**src/rtl/rp_intq_pkg.sv**
```systemverilog
package rp_intq_pkg;
    localparam logic [11:0] OFF_PEND  = 12'h138;
    localparam logic [11:0] OFF_MASK  = 12'h13C;
    localparam logic [11:0] OFF_LINK  = 12'h144;
    localparam logic [11:0] OFF_STAT  = 12'h148;
    localparam logic [11:0] OFF_HEAD1 = 12'h158;
    localparam logic [11:0] OFF_HEAD2 = 12'h15C;

    localparam int B_LEGACY = 16;
    localparam int B_MSG    = 17;
    localparam int B_LINK   = 11;
    localparam int B_BRIDGE = 0;
    localparam int B_NEMPTY = 18;
    localparam int B_OVF    = 19;
    localparam int B_LANE   = 27;
    localparam int B_LEVEL  = 29;
    localparam int B_VALID  = 31;

    typedef struct packed {
        logic       level;
        logic [1:0] lane;
    } intx_rec_t;

    typedef enum logic [1:0] {
        Q_EMPTY   = 2'd0,
        Q_PARTIAL = 2'd1,
        Q_FULL    = 2'd2
    } q_state_e;
endpackage

```
**src/rtl/rp_intq_fifo.sv**
```systemverilog
module rp_intq_fifo
    import rp_intq_pkg::*;
#(
    parameter int DEPTH = 16
) (
    input  logic      clk,
    input  logic      rst_n,
    input  logic      push_req,
    input  intx_rec_t push_rec,
    input  logic      pop_req,
    output intx_rec_t head_rec,
    output logic      q_nonempty,
    output logic      nonempty_next,
    output logic      overflow_evt
);
    localparam int USABLE = DEPTH - 1;
    localparam int PW     = (DEPTH > 1) ? $clog2(DEPTH) : 1;
    localparam int CW     = $clog2(USABLE + 1) + 1;
    localparam logic [CW-1:0] USABLE_C = CW'(USABLE);
    localparam logic [PW-1:0] LAST_P   = PW'(DEPTH - 1);

    q_state_e        state_q, state_d;
    logic [PW-1:0]   wr_ptr_q, rd_ptr_q;
    logic [CW-1:0]   count_q, count_d, count_after_pop;
    logic            pop_ok, push_ok;
    intx_rec_t       mem [DEPTH];

    always_comb begin
        pop_ok          = pop_req && (state_q != Q_EMPTY);
        count_after_pop = count_q - CW'(pop_ok);
        push_ok         = push_req && (count_after_pop != USABLE_C);
        count_d         = count_after_pop + CW'(push_ok);
    end

    always_comb begin
        state_d = state_q;
        unique case (state_q)
            Q_EMPTY: begin
                if (push_ok)
                    state_d = (count_d == USABLE_C) ? Q_FULL : Q_PARTIAL;
            end
            Q_PARTIAL: begin
                if (count_d == '0)
                    state_d = Q_EMPTY;
                else if (count_d == USABLE_C)
                    state_d = Q_FULL;
                else
                    state_d = Q_PARTIAL;
            end
            Q_FULL: begin
                if (pop_ok && !push_ok)
                    state_d = (count_d == '0) ? Q_EMPTY : Q_PARTIAL;
            end
            default: state_d = Q_EMPTY;
        endcase
    end

    always_ff @(posedge clk) begin
        if (!rst_n) begin
            state_q  <= Q_EMPTY;
            count_q  <= '0;
            wr_ptr_q <= '0;
            rd_ptr_q <= '0;
        end else begin
            state_q <= state_d;
            count_q <= count_d;
            if (push_ok)
                wr_ptr_q <= (wr_ptr_q == LAST_P) ? '0 : wr_ptr_q + 1'b1;
            if (pop_ok)
                rd_ptr_q <= (rd_ptr_q == LAST_P) ? '0 : rd_ptr_q + 1'b1;
        end
    end

    always_ff @(posedge clk) begin
        if (push_ok)
            mem[wr_ptr_q] <= push_rec;
    end

    always_comb begin
        q_nonempty    = (state_q != Q_EMPTY);
        nonempty_next = (state_d != Q_EMPTY);
        overflow_evt  = push_req && !push_ok;
        head_rec      = mem[rd_ptr_q];
    end

    AST_COUNT_LIMIT: assert property (@(posedge clk) disable iff (!rst_n)
        count_q <= USABLE_C);
    AST_FULL_DROP: assert property (@(posedge clk) disable iff (!rst_n)
        (state_q == Q_FULL && push_req && !pop_req) |=> $stable(wr_ptr_q));
    AST_EMPTY_POP: assert property (@(posedge clk) disable iff (!rst_n)
        (state_q == Q_EMPTY && pop_req && !push_req) |=> (state_q == Q_EMPTY && $stable(rd_ptr_q)));
    AST_FULL_SWAP: assert property (@(posedge clk) disable iff (!rst_n)
        (state_q == Q_FULL && push_req && pop_req) |=> (state_q == Q_FULL));
endmodule

```
**src/rtl/rp_intq_regs.sv**
```systemverilog
module rp_intq_regs
    import rp_intq_pkg::*;
#(
    parameter int DW = 32
) (
    input  logic          clk,
    input  logic          rst_n,
    input  logic          wr_pend,
    input  logic          wr_mask,
    input  logic          wr_stat,
    input  logic [DW-1:0] wdata,
    input  logic          msi_pulse,
    input  logic          q_nonempty,
    input  logic          nonempty_next,
    input  logic          overflow_evt,
    output logic          legacy_q,
    output logic          msg_q,
    output logic [DW-1:0] mask_q,
    output logic          bridge_q,
    output logic          ovf_q,
    output logic          irq
);
    logic clr_legacy, clr_msg, clr_ovf;

    always_comb begin
        clr_legacy = wr_pend && wdata[B_LEGACY];
        clr_msg    = wr_pend && wdata[B_MSG];
        clr_ovf    = wr_stat && wdata[B_OVF];
    end

    always_ff @(posedge clk) begin
        if (!rst_n) begin
            legacy_q <= 1'b0;
            msg_q    <= 1'b0;
            mask_q   <= '0;
            bridge_q <= 1'b0;
            ovf_q    <= 1'b0;
        end else begin
            legacy_q <= (legacy_q && !clr_legacy) || nonempty_next;
            msg_q    <= (msg_q && !clr_msg) || msi_pulse;
            ovf_q    <= (ovf_q && !clr_ovf) || overflow_evt;
            if (wr_mask)
                mask_q <= wdata;
            if (wr_stat)
                bridge_q <= wdata[B_BRIDGE];
        end
    end

    always_comb begin
        irq = (legacy_q && mask_q[B_LEGACY]) || (msg_q && mask_q[B_MSG]);
    end

    AST_LEGACY_HELD: assert property (@(posedge clk) disable iff (!rst_n)
        q_nonempty |-> legacy_q);
    AST_OVF_STICKY: assert property (@(posedge clk) disable iff (!rst_n)
        (ovf_q && !(wr_stat && wdata[B_OVF])) |=> ovf_q);
    AST_MSG_CAPTURE: assert property (@(posedge clk) disable iff (!rst_n)
        msi_pulse |=> msg_q);
    AST_IRQ_MASKED: assert property (@(posedge clk) disable iff (!rst_n)
        (mask_q[B_MSG] == 1'b0 && mask_q[B_LEGACY] == 1'b0) |-> !irq);
endmodule

```
**src/rtl/rp_intq_ctrl.sv**
```systemverilog
module rp_intq_ctrl
    import rp_intq_pkg::*;
#(
    parameter int DEPTH = 16,
    parameter int AW    = 12,
    parameter int DW    = 32
) (
    input  logic          clk,
    input  logic          rst_n,
    input  logic          evt_valid,
    input  logic [1:0]    evt_lane,
    input  logic          evt_level,
    input  logic          msi_pulse,
    input  logic          link_up,
    input  logic          bus_sel,
    input  logic          bus_we,
    input  logic [AW-1:0] bus_addr,
    input  logic [DW-1:0] bus_wdata,
    output logic [DW-1:0] bus_rdata,
    output logic          irq
);
    logic          wr_any, wr_pend, wr_mask, wr_stat, pop_req;
    logic          q_nonempty, nonempty_next, overflow_evt;
    logic          legacy_q, msg_q, bridge_q, ovf_q;
    logic [DW-1:0] mask_q;
    intx_rec_t     push_rec, head_rec;

    always_comb begin
        wr_any         = bus_sel && bus_we;
        wr_pend        = wr_any && (bus_addr == AW'(OFF_PEND));
        wr_mask        = wr_any && (bus_addr == AW'(OFF_MASK));
        wr_stat        = wr_any && (bus_addr == AW'(OFF_STAT));
        pop_req        = wr_any && ((bus_addr == AW'(OFF_HEAD1)) || (bus_addr == AW'(OFF_HEAD2)));
        push_rec.lane  = evt_lane;
        push_rec.level = evt_level;
    end

    rp_intq_fifo #(.DEPTH(DEPTH)) u_fifo (
        .clk           (clk),
        .rst_n         (rst_n),
        .push_req      (evt_valid),
        .push_rec      (push_rec),
        .pop_req       (pop_req),
        .head_rec      (head_rec),
        .q_nonempty    (q_nonempty),
        .nonempty_next (nonempty_next),
        .overflow_evt  (overflow_evt)
    );

    rp_intq_regs #(.DW(DW)) u_regs (
        .clk           (clk),
        .rst_n         (rst_n),
        .wr_pend       (wr_pend),
        .wr_mask       (wr_mask),
        .wr_stat       (wr_stat),
        .wdata         (bus_wdata),
        .msi_pulse     (msi_pulse),
        .q_nonempty    (q_nonempty),
        .nonempty_next (nonempty_next),
        .overflow_evt  (overflow_evt),
        .legacy_q      (legacy_q),
        .msg_q         (msg_q),
        .mask_q        (mask_q),
        .bridge_q      (bridge_q),
        .ovf_q         (ovf_q),
        .irq           (irq)
    );

    always_comb begin
        bus_rdata = '0;
        if (bus_addr == AW'(OFF_PEND)) begin
            bus_rdata[B_LEGACY] = legacy_q;
            bus_rdata[B_MSG]    = msg_q;
        end else if (bus_addr == AW'(OFF_MASK)) begin
            bus_rdata = mask_q;
        end else if (bus_addr == AW'(OFF_LINK)) begin
            bus_rdata[B_LINK] = link_up;
        end else if (bus_addr == AW'(OFF_STAT)) begin
            bus_rdata[B_BRIDGE] = bridge_q;
            bus_rdata[B_NEMPTY] = q_nonempty;
            bus_rdata[B_OVF]    = ovf_q;
        end else if (bus_addr == AW'(OFF_HEAD1)) begin
            if (q_nonempty) begin
                bus_rdata[B_VALID]         = 1'b1;
                bus_rdata[B_LEVEL]         = head_rec.level;
                bus_rdata[B_LANE+1:B_LANE] = head_rec.lane;
            end
        end
    end

    AST_HEAD_EMPTY_ZERO: assert property (@(posedge clk) disable iff (!rst_n)
        (!q_nonempty && bus_addr == AW'(OFF_HEAD1)) |-> (bus_rdata == '0));
endmodule

```
**config.mk**
```make
export PLATFORM = sky130hd
export DESIGN_NAME = rp_intq_ctrl
export DESIGN_NICKNAME = d
export VERILOG_FILES = /design/src/rtl/rp_intq_pkg.sv /design/src/rtl/rp_intq_fifo.sv /design/src/rtl/rp_intq_regs.sv /design/src/rtl/rp_intq_ctrl.sv
export SDC_FILE = /design/constraint.sdc
export NUM_CORES = 1
export LEC_CHECK = 0
export BUFFER_PORTS_ARGS = -buffer_cell sky130_fd_sc_hd__buf_2
export CAP_MARGIN = 20
export CORE_ASPECT_RATIO = 0.8
export CORE_MARGIN = 2
export CORE_UTILIZATION = 50
export DETAILED_ROUTE_END_ITERATION = 6
export PLACE_DENSITY = 0.74
export SLEW_MARGIN = 10
export SYNTH_ARGS = -nofsm -noshare
export SYNTH_HDL_FRONTEND = slang
export SYNTH_HIERARCHICAL = 1
export SYNTH_SLANG_ARGS = --single-unit
```
**constraint.sdc**
```tcl
create_clock -name clk -period 4.95 [get_ports clk]
set_input_delay 0.99 -clock clk [delete_from_list [all_inputs] [get_ports clk]]
set_output_delay 0.99 -clock clk [all_outputs]
set_load 0.01 [all_outputs]
```
== Yosys cells after proc, flatten, opt, wreduce, memory -nomap -nowiden ==
Memories as Yosys holds them, arrays and structs flattened. A register that Yosys moved wholly into a read port is not among the register bits.
Index checks and enable logic that the tools add are counted.

* Input port bits: 54
* Bits in registers: 51
* Logic and storage cells: 93
* Memory bits (writable): 48
* Memories kept: 1

* Equal/unequal tests: 12
* Reductions and logical operators: 30
* Multiplexer cells: 37
* $add $sub $neg: 4

{| class="wikitable"
|+ Memories
! name !! depth !! width !! read ports !! clocked after memory_dff !! wr ports !! RTL line !! RTL
|-
| u_fifo.mem || 16 || 3 || 1 || 1 || 1 || rp_intq_fifo.sv:26 || <nowiki>intx_rec_t mem [DEPTH];</nowiki>
|}

{| class="wikitable"
|+ Operator list
! operator !! number
|-
| equality test 12 x 9 -> 1 bit, second input constant || 6
|-
| logical AND 1 bit || 17
|-
| two-way mux 16 bit || 1
|-
| two-way mux 2 bit || 8
|-
| two-way mux 4 bit || 4
|-
| two-way mux 3 bit || 5
|-
| two-way mux 1 bit || 14
|-
| two-way mux 14 bit || 1
|-
| two-way mux 10 bit || 1
|-
| adder 4 x 1 -> 4 bit, second input constant || 2
|-
| equality test 4 bit, second input constant || 2
|-
| two-way mux 7 bit || 1
|-
| two-way mux 6 bit || 1
|-
| one-hot mux 2 bit (3 select lines) || 1
|-
| adder 5 x 1 -> 5 bit || 1
|-
| equality test 5 x 4 -> 1 bit, second input constant || 1
|-
| logical NOT 5 bit || 1
|-
| logical OR 1 bit || 5
|-
| inequality test 5 x 4 -> 1 bit, second input constant || 1
|-
| subtractor 5 x 1 -> 5 bit || 1
|-
| logical NOT 1 bit || 4
|-
| nonzero test 2 bit || 2
|-
| equality test 2 x 1 -> 1 bit, second input constant || 1
|-
| equality test 2 bit, second input constant || 1
|-
| logical NOT 2 bit || 1
|}

== Depth between registers and ports, before layout ==
Gate-level depths: netlist of run 1.

* Word-level depth: 14
* Gate-level depth with buffers: 20

== Hierarchy ==
Netlist of run 1, hierarchy kept.

{| class="wikitable"
|+ By module, submodules not included
! module !! times used !! cells each !! area an instance (um^2) !! sequential area each (um^2)
|-
| rp_intq_fifo || 1 || 203 || 2,985.4 || 1,821.7
|-
| rp_intq_regs || 1 || 119 || 1,393.8 || 720.7
|-
| rp_intq_ctrl || 1 || 70 || 451.7 || 0.0
|}

== Worst setup path before layout of run 1 ==
OpenSTA, ideal clock, no wires.

* Path kind: input to register
* Start point: in bus_addr[11]
* End point: reg u_regs.legacy_q
* Setup time: 0.074 ns
* Data required time: 4.876 ns
* Data arrival time: 4.620 ns
* Buffers on the path: 1
* Setup slack: 0.255 ns
* Cell stages on the path: 19
* Path through: nor3_1 nand2_1 nor3_1 nand2_1 inv_1 ha_1 ha_1 nor3_1 a221oi_2 buf_4 ha_1 ha_1 nor3b_1 a41o_2 xnor2_2 o21bai_1 a221oi_1 o21ai_0 a31oi_1

* Word-level cells in the longest chain between the ends: 14

{| class="wikitable"
|+ RTL lines
! item !! RTL line !! RTL
|-
| start, declared || rp_intq_ctrl.sv:17 || <nowiki>input logic [AW-1:0] bus_addr,</nowiki>
|-
| equality test 12 x 9 -> 1 bit || rp_intq_ctrl.sv:33 || <nowiki>pop_req = wr_any && ((bus_addr == AW'(OFF_HEAD1)) || (bus_addr == AW'(OFF_HEAD2)));</nowiki>
|-
| logical OR 1 bit * || rp_intq_ctrl.sv:33 ||
|-
| logical AND 1 bit * || rp_intq_ctrl.sv:33 ||
|-
| named net pop_req || rp_intq_ctrl.sv:22 || <nowiki>logic wr_any, wr_pend, wr_mask, wr_stat, pop_req;</nowiki>
|-
| logical AND 1 bit * || rp_intq_fifo.sv:29 || <nowiki>pop_ok = pop_req && (state_q != Q_EMPTY);</nowiki>
|-
| subtractor 5 x 1 -> 5 bit * || rp_intq_fifo.sv:30 || <nowiki>count_after_pop = count_q - CW'(pop_ok);</nowiki>
|-
| inequality test 5 x 4 -> 1 bit * || rp_intq_fifo.sv:31 || <nowiki>push_ok = push_req && (count_after_pop != USABLE_C);</nowiki>
|-
| logical AND 1 bit * || rp_intq_fifo.sv:31 ||
|-
| named net u_fifo.push_ok || rp_intq_fifo.sv:25 || <nowiki>logic pop_ok, push_ok;</nowiki>
|-
| adder 5 x 1 -> 5 bit || rp_intq_fifo.sv:32 || <nowiki>count_d = count_after_pop + CW'(push_ok);</nowiki>
|-
| equality test 5 x 4 -> 1 bit or logical NOT 5 bit (tied branches) || - ||
|-
| two-way mux 2 bit or two-way mux 1 bit (tied branches) || rp_intq_fifo.sv:40, rp_intq_fifo.sv:45, rp_intq_fifo.sv:52 ||
|-
| two-way mux 2 bit (on tied branches) || rp_intq_fifo.sv:43, rp_intq_fifo.sv:39, rp_intq_fifo.sv:51 ||
|-
| one-hot mux 2 bit (3 select lines) * || rp_intq_fifo.sv:37 || <nowiki>unique case (state_q)</nowiki>
|-
| nonzero test 2 bit * || rp_intq_fifo.sv:81 || <nowiki>nonempty_next = (state_d != Q_EMPTY);</nowiki>
|-
| named net nonempty_next || rp_intq_ctrl.sv:23 || <nowiki>logic q_nonempty, nonempty_next, overflow_evt;</nowiki>
|-
| logical OR 1 bit * || rp_intq_regs.sv:39 || <nowiki>legacy_q <= (legacy_q && !clr_legacy) || nonempty_next;</nowiki>
|-
| end signal, assigned || rp_intq_regs.sv:39 ||
|-
| end, declared || rp_intq_regs.sv:16 || <nowiki>output logic legacy_q,</nowiki>
|}

Mark *: on every way through the listed nets, which the timed path passes. The rest lies on a longest branch.
A chain may end at the register's enable or synchronous reset.

== Worst setup path after layout of run 1 ==
* Start point: in bus_addr[0]
* End point: reg u_regs.legacy_q

* Word-level cells in the longest chain between the ends: 14

{| class="wikitable"
|+ RTL lines
! item !! RTL line
|-
| equality test 12 x 9 -> 1 bit || rp_intq_ctrl.sv:33
|-
| logical OR 1 bit * || rp_intq_ctrl.sv:33
|-
| logical AND 1 bit * || rp_intq_ctrl.sv:33
|-
| named net pop_req || rp_intq_ctrl.sv:22
|-
| logical AND 1 bit * || rp_intq_fifo.sv:29
|-
| subtractor 5 x 1 -> 5 bit || rp_intq_fifo.sv:30
|-
| inequality test 5 x 4 -> 1 bit || rp_intq_fifo.sv:31
|-
| logical AND 1 bit || rp_intq_fifo.sv:31
|-
| adder 5 x 1 -> 5 bit || rp_intq_fifo.sv:32
|-
| equality test 5 x 4 -> 1 bit or logical NOT 5 bit (tied branches) || -
|-
| two-way mux 2 bit or two-way mux 1 bit (tied branches) || rp_intq_fifo.sv:40, rp_intq_fifo.sv:45, rp_intq_fifo.sv:52
|-
| two-way mux 2 bit (on tied branches) || rp_intq_fifo.sv:43, rp_intq_fifo.sv:39, rp_intq_fifo.sv:51
|-
| one-hot mux 2 bit (3 select lines) * || rp_intq_fifo.sv:37
|-
| nonzero test 2 bit * || rp_intq_fifo.sv:81
|-
| named net nonempty_next || rp_intq_ctrl.sv:23
|-
| logical OR 1 bit * || rp_intq_regs.sv:39
|}

Marks and branches as above.

==> metrics.yaml, run 1 <==
placed_area_um2: 5320
critPathMaxFanout: 6
maxCapViolations: 0
avgSynthCellArea_um2: 12.3
min_period_ns: 4.62
min-delay-start: "u_regs/mask_q[24]$_SDFFE_PN0P_"
place_congestion: 0.784
drt_pass1_iterations: 4
timing.reg2reg.worst_path_depth: 17
grt_usage_pct: 19.1
ctsLongestPathBuffers: 2
post-cts-setup-buffers: 0
reg2reg_slack_ns: 1.01
grt.busiest_layer: "met2"
synth_cell_types: 57
p_leak_uw: 0.00206
routed_wl_mm: 9.45
cts_root_buffer: "clkbuf_16"
power_density_nw_per_um2: 298
hold_class: "reg -> reg"
cts_sinks: 103
grt_util_met2_pct: 29.8
min_period_over_period_pct: 93.2
synth_edf_count: 48
vdd_drop_max_uv: 229
ys_warn_count: 6
diodes: 0
design.core.area_um2: 9530
wl_per_cell_um: 15.7
grtUsageMet3_pct: 5.02
path_clk_slew_ns: 0.07
antenna_left: 0
die_y_um: 91.9
final_area_um2: 5630
slew_headroom_pct: 47.2
end_kind: "flop"
cts_buffers: 9
yosysSeqAreaShare_pct: 52.6
max_freq_mhz: 217
synthToLayoutAreaGrowth_pct: 16.5
grt-ovfl-total: 0
hold_viol_final: 0
r2r-start: "u_fifo/state_q[0]$_SDFF_PN0_"
placementRows: 32
worstPathArrival_ns: 4.89
worstPathRequired_ns: 5.22
finalSetupTns_ns: 0
syn-num-nets: 455
io_buffers: 86
synth_seq_cells: 103
grt_pass1_vias: 3132
cts_tree: "yes"
drive_gt1_share_pct: 28.3
regToRegEndpoint: "u_regs/legacy_q$_SDFF_PN0_"
min_to: "u_regs/mask_q[24]$_SDFFE_PN0P_"
drc: 0
viasPerCell: 5.33
vias: 3216
layout_commonest_cell: "buf_2"
synthCells: 392
worst-setup-path-type: "in -> reg"
synth_ff_type: "dfxtp_1"
grt_pass1_wl_mm: 15.6
async_flop_share_pct: 0
initial_core_util_pct: 50.7
clock_latency_ns: 0.34
place_hpwl_mm: 6.74
setup_viol: 0
rsz0062_at_grt: "no"
cts_max_level: 3
fp.dieW_um: 114
dieArea_um2: 10500
met1_usage_pct: 26.7
drv_slew: 0
status: "complete, no violations"
cts_resized: 0
finalNetCount: 542
cp-start-kind: "input pin"
grt_start_max_net_pins: 53
holdPathStages: 2
antenna_found_initial: 0
cts_hold_buf: 0
syn_area_um2: 4830
io_pins: 87
drt_iter0_drc: 188
worstMarginPinSlew_ns: 0.790
final_cell_mix: "buf_2, dfxtp_1, edfxtp_1"
skew_ns: 0.00745
[synth_stat cells, types with 2 or more instances]
master	count	area [µm²]
mux2i_1	35	350
clkbuf_1	6	22.5
nand2b_1	2	12.5
mux4_2	15	338
nand4b_1	2	17.5
nand4_1	4	25.0
a22oi_1	3	22.5
nand3_1	8	40.0
nor3_1	7	35.0
nand2_1	15	56.3
a21oi_1	9	45.0
edfxtp_1	48	1440
o21ai_0	5	25.0
xnor2_1	6	52.6
and3_1	3	18.8
a31oi_1	5	31.3
buf_2	2	10.0
and4_1	3	26.3
inv_1	12	45.0
buf_4	2	15.0
xor2_1	2	17.5
buf_6	3	33.8
dfxtp_1	55	1100
and2_1	32	200
nor3b_1	8	60.1
nor2_1	16	60.1
nor4_1	2	12.5
buf_12	3	60.1
ha_1	9	113
nor2b_1	43	269
[metrics by stage]
step | util (%) | total power [µW] | setup WS (ns) | hold slack [ns] | instances
after floorplan | - | 974 | 0.255 | 0.474 | 392
after global placement | 55.8 | 1020 | 0.177 | 0.487 | 587
after detailed placement | 55.8 | 1020 | -0.0655 | 0.494 | 587
after CTS | 58.9 | 1690 | 0.268 | 0.512 | 603
after global routing | 59.1 | 1740 | 0.0358 | 0.541 | 603
final | 59.1 | 1680 | 0.335 | 0.505 | 603
[power breakdown]
group	switching, µW	internal, µW
clock	303	375
combinational	50.3	44.3
sequential	6.14	899
total	359	1320
[final cells by class]
cell class,count,area [µm²]
fillers,786,3900
flip-flops and latches,103,2540
clock inverters,5,38.8
clock buffers,11,254
repair buffers,92,475
multi-input cells,261,2120
inverters,12,45.0
well taps,119,149
[critical path: stages]
cell,delay [ns]
buf_2,0.12
nor4b_4,0.30
nand2_1,0.12
nor3_1,0.28
nand2_1,0.16
inv_1,0.18
ha_1,0.24
or4bb_1,0.42
o21ai_1,0.15
a221oi_2,0.10
ha_1,0.21
ha_1,0.22
nor3b_1,0.16
a41o_2,0.27
xnor2_4,0.25
nor2_2,0.08
a221oi_1,0.34
o21ai_0,0.13
a31oi_1,0.17
[layer usage]
metal  part of all wire, %  vias to the layer above  wire, µm
met5                     0                        -         0
met4                  0.85                        0        80
met3                   6.2                        8       582
met2                    45                      104      4280
met1                    48                     1512      4500
li1                      -                     1592         -
[worst max path at each step]
| stage | start | endpoint | slack [ns] | cells past startpoint |
|---|---|---|---|---|
| 4_1_cts | bus_addr[0] | u_regs/legacy_q$_SDFF_PN0_ | 0.27 | 19 |
| 2_1_floorplan | bus_addr[11] | u_regs/legacy_q$_SDFF_PN0_ | 0.26 | 19 |
| 3_5_place_dp | bus_addr[0] | u_regs/legacy_q$_SDFF_PN0_ | -0.07 | 19 |
| 3_3_place_gp | bus_addr[0] | u_regs/legacy_q$_SDFF_PN0_ | 0.18 | 19 |
| 6_report | bus_addr[0] | u_regs/legacy_q$_SDFF_PN0_ | 0.33 | 19 |
| 5_1_grt | bus_addr[0] | u_regs/legacy_q$_SDFF_PN0_ | 0.04 | 19 |
[logic make-up after synthesis]
family	after synthesis	share of synthesized area, %
multiplexers	50	14.2
adder cells (fa/ha/maj)	9	2.33
flip-flops	103	52.6
buffers and inverters	28	3.86
AO/OA/AOI/OAI	36	5.23
XOR/XNOR	9	1.79
AND/OR/NAND/NOR	157	19.9
[sequential cells by signal (all words and copies together), names as in the netlist, named ones only]
| signal | cells |
|---|---|
| u_regs/ovf_q | 1 |
| u_fifo/count_q | 5 |
| u_fifo/rd_ptr_q | 4 |
| u_regs/msg_q | 1 |
| u_fifo/mem | 48 |
| u_regs/bridge_q | 1 |
| u_fifo/wr_ptr_q | 4 |
| u_regs/mask_q | 32 |
| u_regs/legacy_q | 1 |
| u_fifo/state_q | 2 |
(Power assumes the default switching activity.)
==> inputs of run 2 (changes only) <==
Settings changed: ABC_AREA from default to 1, CELL_PAD_IN_SITES_DETAIL_PLACEMENT from default to 2, CELL_PAD_IN_SITES_GLOBAL_PLACEMENT from default to 2, CORE_UTILIZATION 50 to 30, PLACE_DENSITY 0.74 to 0.73.
==> metrics.yaml, run 2 <==
p_seq_share_pct: 52.3  # -1.6 points
route.met2.wl_mm: 7.36  # +72%
synth_common_cells: "nor2_1, inv_1, nand2_1"
grt_start_max_net_pins: 43  # -19%
place_congestion: 0.809  # +3.1%
finalSetupTns_ns: 0  # unchanged
synth_xor_area_share_pct: 0.340  # -1.4 points
maxCapViolations: 0  # unchanged
yosys.area_share.adder_pct: 2.18  # -0.15 points
switchingPower_uw: 393  # +9.4%
synth_seq_cells: 103  # unchanged
worstPathRequired_ns: 5.19  # -0.03 ns
avgSynthCellArea_um2: 8.62  # -30%
timing.reg2reg.worst_path_depth: 26  # +9
setup_viol: 0  # unchanged
reg_top3: "u_fifo/mem (48), u_regs/mask_q (32), u_fifo/count_q (5)"
top_register: "u_fifo/mem"
grt-ovfl-total: 0  # unchanged
drt_iter0_drc: 153  # -19%
drive_gt1_share_pct: 24.8  # -3.5 points
rsz0062_at_grt: "no"
p_leak_uw: 0.00244  # +18%
intPower_uw: 1340  # +1.6%
routed_wl_mm: 15.4  # +63%
synth_ff_type: "dfxtp_1"
synth_compound_area_share_pct: 10.3  # +5.0 points
yosysTopAreaCell: "edfxtp_1"
cts_hold_buf: 0  # unchanged
route.met3.wl_um: 604  # +3.8%
worstPathArrival_ns: 4.58  # -0.31 ns
syn_area_um2: 5160  # +6.7%
design.core.area_um2: 16700  # +75%
synth_top_cell_area_share_pct: 28.0  # -1.9 points
min-delay-start: "u_regs/mask_q[28]$_SDFFE_PN0P_"
cts_sinks: 103  # unchanged
clock_latency_ns: 0.35  # about the same
grt_pass1_vias: 4618  # +47%
min_period_ns: 4.34  # -0.279 ns
synthSimpleGateAreaFrac_pct: 26.0  # +6.1 points
combinationalPowerShare_pct: 5.9  # +0.3 points
worst-setup-path-type: "in -> reg"
async_flop_share_pct: 0  # unchanged
drv_slew: 0  # unchanged
final_cell_mix: "nor2_1, buf_2, inv_1"
status: "complete, no violations"
synth_cell_types: 33  # -42%
grt_usage_pct: 17.6  # -1.4 points
vias: 4223  # +31%
io_buffers: 86  # unchanged
ctsLongestPathBuffers: 2  # unchanged
fp.dieW_um: 151  # +32%
end_kind: "flop"
placementRows: 42  # +31%
viasPerCell: 4.67  # -13%
dieArea_um2: 18300  # +74%
drc: 0  # unchanged
yosysSeqAreaShare_pct: 49.3  # -3.3 points
grt_pass1_wl_mm: 24.6  # +58%
hold_class: "reg -> reg"
critPathMaxFanout: 8  # +2
place_hpwl_mm: 12.0  # +78%
r2r-start: "u_fifo/state_q[1]$_SDFF_PN0_"
vdd_drop_max_uv: 156  # -32%
regToRegEndpoint: "u_regs/legacy_q$_SDFF_PN0_"
path_clk_slew_ns: 0.07  # about the same
ys_warn_count: 6  # unchanged
syn-num-nets: 661  # +45%
die_y_um: 121  # +32%
initial_core_util_pct: 31.0  # -20 points
wl_met1_mm: 7.30  # +62%
power_density_nw_per_um2: 286  # -4.0%
cp-start-kind: "input pin"
worstMarginPinSlew_ns: 0.777  # -0.0138 ns
cts_buffers: 9  # unchanged
synthToLayoutAreaGrowth_pct: 17.5
whs_ns: 0.484  # -0.0210 ns
slew_headroom_pct: 48.2  # +0.99 points
synth.most_common_cell: "nor2_1"
hold_viol_final: 0  # unchanged
fill_cells: 1885  # +140%
layout_commonest_cell: "nor2_1"
io_pins: 87  # unchanged
cts_max_level: 3  # unchanged
synthTopCellsByArea: "edfxtp_1, dfxtp_1, nor2_1"
finalNetCount: 743  # +37%
holdPathStages: 2  # unchanged
cts_root_buffer: "clkbuf_16"
antenna_left: 0  # unchanged
reg2reg_slack_ns: 1.02  # about the same
wl_per_cell_um: 17.0  # +8.8%
synthCells: 598  # +53%
skew_ns: 0.00704  # -0.000405 ns
synth_edf_count: 48  # unchanged
cts_tree: "yes"
antenna_found_initial: 0  # unchanged
diodes: 0  # unchanged
synth_mux_area_share_pct: 2.33  # -12 points
drt_pass1_iterations: 4  # unchanged
synth_top_family_by_area: "simple AND/OR/NAND/NOR gates"
p_clk_share_pct: 41.8  # +1.4 points
totalPowerFinal_uw: 1730  # +3.3%
top_layer_used: "met4"
min_period_over_period_pct: 87.6  # -5.6 points
max_freq_mhz: 231  # +6.4%
largest_reg_flops: 48  # unchanged
min_to: "u_regs/mask_q[28]$_SDFFE_PN0P_"
switching_share_pct: 22.7  # +1.3 points
run 2: what timing repair did:
item / CTS / global route
gates resized for setup: 0 / 1
setup endpoints to repair: 0 / 1
buffers inserted: 0 / 0
run 2: worst max path at each step:
stage	cells past startpoint	start	slack (ns)	end
after floorplan	26	bus_addr[10]	0.98	u_regs/legacy_q$_SDFF_PN0_
after global placement	25	bus_addr[0]	0.50	u_regs/legacy_q$_SDFF_PN0_
after detailed placement	27	bus_addr[1]	0.19	u_regs/legacy_q$_SDFF_PN0_
after CTS	27	bus_addr[1]	0.51	u_regs/legacy_q$_SDFF_PN0_
after global routing	29	bus_addr[10]	0.05	u_regs/legacy_q$_SDFF_PN0_
final	27	bus_addr[5]	0.61	u_regs/legacy_q$_SDFF_PN0_
run 2: logic make-up after synthesis:
family / count (synthesis)
simple gates: 266
buf+inv: 107
flops: 103
compound gates: 99
mux: 12
fa+ha+maj: 9
xor+xnor: 2
run 2: cell type report:
| cell class | instances | area (µm²) | share of cell area, % |
|---|---|---|---|
| clock buffers | 11 | 243 | 4.01 |
| inverters | 87 | 327 | 5.39 |
| multi-input cells | 388 | 2120 | 35.1 |
| flip-flops and latches | 103 | 2540 | 42.0 |
| repair buffers | 91 | 488 | 8.06 |
| clock inverters | 5 | 57.6 | 0.950 |
| well taps | 220 | 275 | 4.54 |
run 2: layer usage:
metal / up-vias / track usage [%]
met5: - / 0
met4: 0 / 3.56
met3: 14 / 4.14
met2: 61 / 29.1
met1: 2057 / 23.7
li1: 2091 / -
run 2: worst max-delay path: stages:
cell     delay, ns
buf_2         0.11
inv_1         0.08
nand4_1       0.15
nor4_1        0.28
nand2_1       0.21
inv_2         0.16
ha_1          0.24
ha_1          0.27
inv_1         0.10
nand2_1       0.08
nand2_2       0.09
nand3_2       0.11
nor2_2        0.06
nor2_4        0.18
ha_1          0.22
ha_1          0.24
nand2_2       0.08
nand2_1       0.09
nand2_1       0.05
a21oi_1       0.19
nand2_1       0.12
nand2_1       0.11
nand2_1       0.07
nor2_1        0.11
nand2_1       0.08
inv_1         0.06
a21oi_1       0.05
run 2: metrics by stage:
stage / worst slack (ns) / instances / area (µm²) / utilization, %
6_report: 0.614 / 905 / 6060 / 36.4
5_1_grt: 0.0542 / 905 / 6060 / 36.4
4_1_cts: 0.508 / 905 / 6060 / 36.4
3_5_place_dp: 0.187 / 889 / 5760 / 34.6
3_3_place_gp: 0.504 / 888 / 5730 / 34.4
2_1_floorplan: 0.977 / 598 / 5160 / -
run 2: power by group through the flow:
stage,sequential [µW],combinational (µW),clock (µW)
finish,906,102,725
global route,907,115,779
CTS,906,103,750
detailed placement,926,102,0
global placement,924,95.7,0
floorplan,923,49.9,0
